<file path="src/rtl/incond_pkg.sv">
package incond_pkg;
  typedef enum logic [1:0] {
    WSEL_4  = 2'b00,
    WSEL_8  = 2'b01,
    WSEL_16 = 2'b10,
    WSEL_32 = 2'b11
  } width_sel_t;

  // rejection width in whole clock cycles: 4 << code
  function automatic int unsigned width_cycles(width_sel_t s);
    return 32'd4 << s;
  endfunction
endpackage

</file>
<file path="src/rtl/incond_sync.sv">
module incond_sync #(
  parameter int   STAGES  = 2,
  parameter logic RST_VAL = 1'b0
) (
  input  logic clk,
  input  logic rst_n,
  input  logic d_i,
  output logic q_o
);
  logic [STAGES-1:0] chain_q;

  always_ff @(posedge clk or negedge rst_n) begin
    if (!rst_n) chain_q <= {STAGES{RST_VAL}};
    else        chain_q <= {chain_q[STAGES-2:0], d_i};
  end

  assign q_o = chain_q[STAGES-1];
endmodule

</file>
<file path="src/rtl/incond_filter.sv">
module incond_filter
  import incond_pkg::*;
#(
  parameter int   CNT_W   = 6,
  parameter logic RST_VAL = 1'b0
) (
  input  logic       clk,
  input  logic       rst_n,
  input  logic       d_i,      // already synchronised
  input  logic       en_i,
  input  width_sel_t width_i,
  output logic       q_o
);
  logic [CNT_W-1:0] cnt_q, cnt_inc, thr;
  logic             filt_q;

  assign thr     = CNT_W'(width_cycles(width_i));
  assign cnt_inc = cnt_q + 1'b1;

  // count cycles of disagreement; adopt the new level once the width is met
  always_ff @(posedge clk or negedge rst_n) begin
    if (!rst_n) begin
      cnt_q  <= '0;
      filt_q <= RST_VAL;
    end else if (d_i == filt_q) begin
      cnt_q  <= '0;
    end else if (cnt_inc >= thr) begin
      cnt_q  <= '0;
      filt_q <= d_i;
    end else begin
      cnt_q  <= cnt_inc;
    end
  end

  assign q_o = en_i ? filt_q : d_i;

  // a toggle of the filtered level needs a full count behind it
  assert_toggle_needs_count_R1: assert property (@(posedge clk) disable iff (!rst_n)
    (filt_q != $past(filt_q)) |-> (($past(cnt_q) + 1) >= $past(thr)));

  // agreement always clears the count
  assert_agree_clears_R8: assert property (@(posedge clk) disable iff (!rst_n)
    (d_i == filt_q) |=> (cnt_q == '0));

  // a count at or above a freshly lowered width is resolved on the next edge
  assert_shrunk_width_R7: assert property (@(posedge clk) disable iff (!rst_n)
    (cnt_q >= thr) |=> (cnt_q == '0));
endmodule

</file>
<file path="src/rtl/incond_top.sv">
module incond_top
  import incond_pkg::*;
#(
  parameter int SYNC_STAGES = 2,
  parameter int CNT_W       = 6,
  parameter int NUM_SENSE   = 3
) (
  input  logic                 clk,
  input  logic                 rst_n,
  input  logic                 trip_n_raw_i,
  input  logic [NUM_SENSE-1:0] sense_raw_i,
  input  logic                 trip_flt_en_i,
  input  logic [1:0]           trip_width_i,
  input  logic [NUM_SENSE-1:0] sense_flt_en_i,
  input  logic [1:0]           sense_width_i,
  output logic                 trip_n_o,
  output logic [NUM_SENSE-1:0] sense_o
);
  logic                 trip_sync;
  logic [NUM_SENSE-1:0] sense_sync;

  // trip path: idle level is high (active low)
  incond_sync #(.STAGES(SYNC_STAGES), .RST_VAL(1'b1)) u_trip_sync (
    .clk(clk), .rst_n(rst_n), .d_i(trip_n_raw_i), .q_o(trip_sync));

  incond_filter #(.CNT_W(CNT_W), .RST_VAL(1'b1)) u_trip_flt (
    .clk(clk), .rst_n(rst_n), .d_i(trip_sync), .en_i(trip_flt_en_i),
    .width_i(width_sel_t'(trip_width_i)), .q_o(trip_n_o));

  // sensor paths: idle level is low, shared width, private enables
  for (genvar g = 0; g < NUM_SENSE; g++) begin : g_sense
    incond_sync #(.STAGES(SYNC_STAGES), .RST_VAL(1'b0)) u_sync (
      .clk(clk), .rst_n(rst_n), .d_i(sense_raw_i[g]), .q_o(sense_sync[g]));

    incond_filter #(.CNT_W(CNT_W), .RST_VAL(1'b0)) u_flt (
      .clk(clk), .rst_n(rst_n), .d_i(sense_sync[g]), .en_i(sense_flt_en_i[g]),
      .width_i(width_sel_t'(sense_width_i)), .q_o(sense_o[g]));
  end

  // cycles since reset, saturating, gates the delay check below
  logic [1:0] warm_q;
  always_ff @(posedge clk or negedge rst_n) begin
    if (!rst_n)              warm_q <= '0;
    else if (warm_q != 2'd3) warm_q <= warm_q + 2'd1;
  end

  // bypassed trip follows the raw pin two edges late
  assert_bypass_delay_R3: assert property (@(posedge clk) disable iff (!rst_n)
    ((warm_q >= 2'd2) && !trip_flt_en_i) |-> (trip_n_o == $past(trip_n_raw_i, 2)));
endmodule

</file>
<file path="config.mk">
export PLATFORM = sky130hd
export DESIGN_NAME = incond_top
export DESIGN_NICKNAME = d
export VERILOG_FILES = /design/src/rtl/incond_pkg.sv /design/src/rtl/incond_sync.sv /design/src/rtl/incond_filter.sv /design/src/rtl/incond_top.sv
export SDC_FILE = /design/constraint.sdc
export NUM_CORES = 1
export LEC_CHECK = 0
export ABC_AREA = 1
export BUFFER_PORTS_ARGS = -buffer_cell sky130_fd_sc_hd__clkbuf_2
export CORE_MARGIN = 5
export CORE_UTILIZATION = 26
export DETAILED_ROUTE_END_ITERATION = 6
export GPL_TIMING_DRIVEN = 1
export PLACE_DENSITY = 0.44
export SLEW_MARGIN = 20
export SYNTH_ARGS = -nofsm -noshare
export SYNTH_HDL_FRONTEND = slang
export SYNTH_HIERARCHICAL = 1
export SYNTH_SLANG_ARGS = --single-unit
</file>
<file path="constraint.sdc">
create_clock -name clk -period 2.03 [get_ports clk]
set_input_delay 0.406 -clock clk [delete_from_list [all_inputs] [get_ports clk]]
set_output_delay 0.406 -clock clk [all_outputs]
set_load 0.02 [all_outputs]
</file>
After elaboration in Yosys (flattened, before gate mapping)
Cells that the tools add are included.
- flip-flop bits (word level): 36
- word-level logic and storage cells: 46
- shift-type cells: 2
- reductions and logical operators: 4
- bitwise gates (word level): 4
- order comparisons: 4
- mux-type cells: 12
- eq/ne operators: 4
- add/subtract/negate cells: 4
- operators by type and width (cell ; number):
    6-bit two-way mux ; 8
    6-bit by 1-bit adder with 6-bit output, second input constant ; 4
    6-bit greater-or-equal comparator ; 4
    3-bit by 2-bit << shifter with 6-bit output, first input constant ; 2
    2-bit AND reduction ; 4
    1-bit == test ; 4
    1-bit two-way mux ; 4
    1-bit NOT ; 4

Longest topological paths before layout
- depth in word-level cells: 4
- gate-level depth with buffers: 13
- depth with buffers taken out: 13

Cells and area by module
Netlist, hierarchy kept.
- modules (own cells, without submodules) (module ; instances ; area each (um^2) ; cells each ; seq. area each (um^2)):
    incond_filter (g_sense[0].u_flt ...) ; 3 ; 496.7 ; 66 ; 175.2
    incond_filter (u_trip_flt) ; 1 ; 498.0 ; 66 ; 176.4
    incond_sync (g_sense[0].u_sync ...) ; 3 ; 50.0 ; 2 ; 50.0
    incond_sync (u_trip_sync) ; 1 ; 52.6 ; 2 ; 52.6

Worst setup path before layout
OpenSTA, ideal clock, no wires.
- kind: reg2reg
- from: register g_sense[0].u_flt.cnt_q[0]
- to: register g_sense[0].u_flt.cnt_q[0]
- data arrival time: 1605 ps
- path slack: 350 ps
- library setup time: 74 ps
- required time: 1956 ps
- path buffers: 0
- stages on the path, launching flop included: 10
- cells stage by stage: dfrtp_1 > ha_1 > nand3_1 > xor2_1 > ha_1 > nand2_1 > inv_2 > nand2_1 > nand4_2 > nor2_1
- longest elaborated chain between the ends: 4
- ends and longest elaborated chain (item ; line ; RTL):
    start: declaration ; incond_filter.sv:14 ; logic [CNT_W-1:0] cnt_q, cnt_inc, thr;
    start signal: assignment ; incond_filter.sv:31 ; cnt_q <= cnt_inc;
    6-bit by 1-bit adder with 6-bit output (*) ; incond_filter.sv:18 ; assign cnt_inc = cnt_q + 1'b1;
    6-bit greater-or-equal comparator ; incond_filter.sv:27 ; end else if (cnt_inc >= thr) begin
    6-bit two-way mux (*) ; incond_filter.sv:27 ;
    6-bit two-way mux (*) ; incond_filter.sv:25 ; end else if (d_i == filt_q) begin
Every way passes the cells marked *; elsewhere a longest branch is shown, timed or not.
A chain may end at the register's enable or synchronous reset.

Worst setup path after layout
- from: register g_sense[1].u_flt.cnt_q[0]
- to: register g_sense[1].u_flt.cnt_q[1]
- longest elaborated chain between the ends: 4
- ends and longest elaborated chain (item ; line):
    start: declaration ; incond_filter.sv:14
    start signal: assignment ; incond_filter.sv:31
    6-bit by 1-bit adder with 6-bit output (*) ; incond_filter.sv:18
    6-bit greater-or-equal comparator ; incond_filter.sv:27
    6-bit two-way mux (*) ; incond_filter.sv:27
    6-bit two-way mux (*) ; incond_filter.sv:25
Marked as above.

==> results.ini <==
[drt]
ant_nets=0
viasPerCell=3.995
wl_um=3541
dr.first_iter.drc_count=27
drc=0
vias=1618
drt-pass1-iter-count=4
wl_per_cell_um=8.743

[power_and_ir_drop]
combPwrFrac=0.186
seqPwrFrac=0.453
p_switching_w=0.0005372
p_int_w=0.001363
p_per_area_nw_per_um2=731.5
sw_frac_of_total=0.2827
p_leak_nw=1.420
p_clk_frac=0.361
peakVddDrop_v=0.0004041

[die]
die_h_um=101.8
fp.dieW_um=101.8
fp.coreArea_um2=8217
boundaryPins=18
dieArea_um2=10360
start_util=0.2666
row_count=33

[timing]
setup_viol_count_final=0
fin_crit_ns=1.827
setup_ws_ns=0.2033
fin_skew_ns=0.004422
finalCritPeriodShare=0.8998
whs_ns=0.07967
max_freq_ghz=0.5474
slew_violations=0
worst_slew_pin_slew_ns=0.5034
final_hold_viol_count=0
max_slew_margin=0.6644

[cts]
clk_pin_slew_worst_paths_ns=0.07
cts_setup_buffers=0
insertion_delay_ns=0.28
cts_tree=built
cts_buffers=5
cts_buffer_depth=2
ctsHoldBuffers=0
htreeDepth=2
root_buffer=clkbuf_8
cts.sinks=36
cts.repair.resized=0

[logic_synthesis]
syn-num-nets=310
yosys_warnings=6
seq_area_frac_synth=0.4129
avgSynthCellArea_um2=8.055
syn_inst=272
synth_area_um2=2191
ys_seq_elements=36
synth_cell_types=16

[critical_path]
crit_slowest_cell=dfrtp_1
cp.arrival_ns=2.04
worstReg2RegStart=g_sense[1].u_flt/cnt_q[0]
crit_buf_inv=1
path_cells=ha_1 -> nand3_1 -> xor2_2 -> ha_1 -> nand2_1 -> inv_2 -> nand2_1 -> nand4_4 -> nor2_1
cp-startpoint=g_sense[1].u_flt/cnt_q[0]
worst_ep_required_time_ns=2.24
cpPeakStageDelay_ns=0.44
r2r_slack_ns=0.20
cp-endpoint=g_sense[1].u_flt/cnt_q[1]
cpLargestDelayFamily=simple AND/OR/NAND/NOR gates
start_kind=flip-flop
worstPathMaxFanout=6
cp-end-kind=flip-flop
critical_path_class=flip-flop to flip-flop
cp.depth=9
r2r_end=g_sense[1].u_flt/cnt_q[1]
reg2reg_depth=9

[placed_design]
dp_hpwl_um=2817
dp.cells=397
post-place-ws_ns=0.1333
gp_congestion=0.6954
portBuffers=17

[global_route]
grt_pass1_vias=1630
antenna_found_initial=0
grt.overflow.total=0
grt_pass1_wl_um=6920
grt_max_degree=21
grt_usage=0.08343

[worst_hold_path]
hold_path_class=input pin to async pin

[cells_and_area]
layout_common_cells=nand2_1 (76), inv_1 (52), dfrtp_1 (33), ha_1 (24), nor2_1 (20)
nets=337
final_common_cell=nand2_1
diodes=0
drive_gt1_frac=0.2033
syn_to_final_growth_pct=18.56
stdcell_count=405

[run_status]
status=complete, no violations

[job]
max_cap_viol_count=0

## per-stage QoR
stage	utilization	TNS [ns]	power, W	area (um^2)
after detailed placement	0.2957	0	0.001220	2430
after global placement	0.2957	0	0.001217	2430
after global routing	0.3161	-0.01733	0.002057	2597
final	0.3161	0	0.001900	2597
after floorplan	-	0	0.001101	2191
after CTS	0.3111	0	0.001928	2556
## metal layers
layer,part of all wire,wire (um),global-route usage
met1,0.48,1708,0.1025
met2,0.47,1648,0.1353
met3,0.027,95,0.02066
met4,0.025,89,0.04294
met5,0,0,0
## state kept, by name, indices dropped and copies added (netlist names)
| name | count |
|---|---|
| g_sense.u_flt/cnt_q | 18 |
| g_sense.u_sync/chain_q | 6 |
| u_trip_flt/cnt_q | 6 |
| g_sense.u_flt/filt_q | 3 |
| u_trip_sync/chain_q | 2 |
| u_trip_flt/filt_q | 1 |
## cell type report
| type | count | area (um^2) |
|---|---|---|
| Clock inverter | 1 | 30.03 |
| Timing Repair Buffer | 20 | 107.6 |
| Multi-Input combinational cell | 180 | 1117 |
| Fill cell | 846 | 5619 |
| Sequential cell | 36 | 904.6 |
| Inverter | 56 | 210.2 |
| Tap cell | 105 | 131.4 |
| Clock buffer | 7 | 96.34 |
## cell usage after synthesis
| library cell | count | area (um^2) |
|---|---|---|
| nand3_1 | 16 | 80.08 |
| dfrtp_1 | 33 | 825.8 |
| a21oi_2 | 4 | 35.03 |
| inv_1 | 52 | 195.2 |
| nor2_2 | 8 | 50.05 |
| ha_1 | 24 | 300.3 |
| o21ai_0 | 4 | 20.02 |
| inv_2 | 4 | 15.01 |
| nand4_2 | 4 | 50.05 |
| xnor2_1 | 4 | 35.03 |
| dfstp_2 | 3 | 78.83 |
| nor2_1 | 20 | 75.07 |
| xor2_1 | 8 | 70.07 |
| nand2_1 | 76 | 285.3 |
| nand2_2 | 8 | 50.05 |
| nand4_1 | 4 | 25.02 |
## power by group through the flow
stage               logic, W  clock network, W  registers (W)
floorplan           0.000234                 0       0.000867
global placement    0.000342                 0       0.000875
detailed placement  0.000344                 0       0.000876
CTS                 0.000345          0.000720       0.000862
global route        0.000430          0.000751       0.000876
finish              0.000353          0.000686       0.000861
## worst min-delay path by stage
stage                                  from                      endpoint  slack (ns)
2_1_floorplan                         rst_n     g_sense[0].u_flt/cnt_q[0]        0.11
5_1_grt                               rst_n     g_sense[2].u_flt/cnt_q[0]        0.11
3_3_place_gp   g_sense[2].u_sync/chain_q[0]  g_sense[2].u_sync/chain_q[1]        0.33
6_report                              rst_n       g_sense[0].u_flt/filt_q        0.08
4_1_cts                               rst_n     g_sense[2].u_flt/cnt_q[0]        0.09
3_5_place_dp   g_sense[0].u_sync/chain_q[0]  g_sense[0].u_sync/chain_q[1]        0.34
## cells by family (layout without fill, tap and decap cells)
| group | Yosys count | in the layout | synth area share |
|---|---|---|---|
| buffers and inverters | 56 | 84 | 0.09594 |
| xor gates and xnor gates | 12 | 12 | 0.04797 |
| and+or+nand+nor | 136 | 136 | 0.2810 |
| AOI/OAI and AO/OA | 8 | 8 | 0.02513 |
| DFF | 36 | 36 | 0.4129 |
| adders and majority gates | 24 | 24 | 0.1371 |
Note: power is estimated with default switching activity, not from simulation.
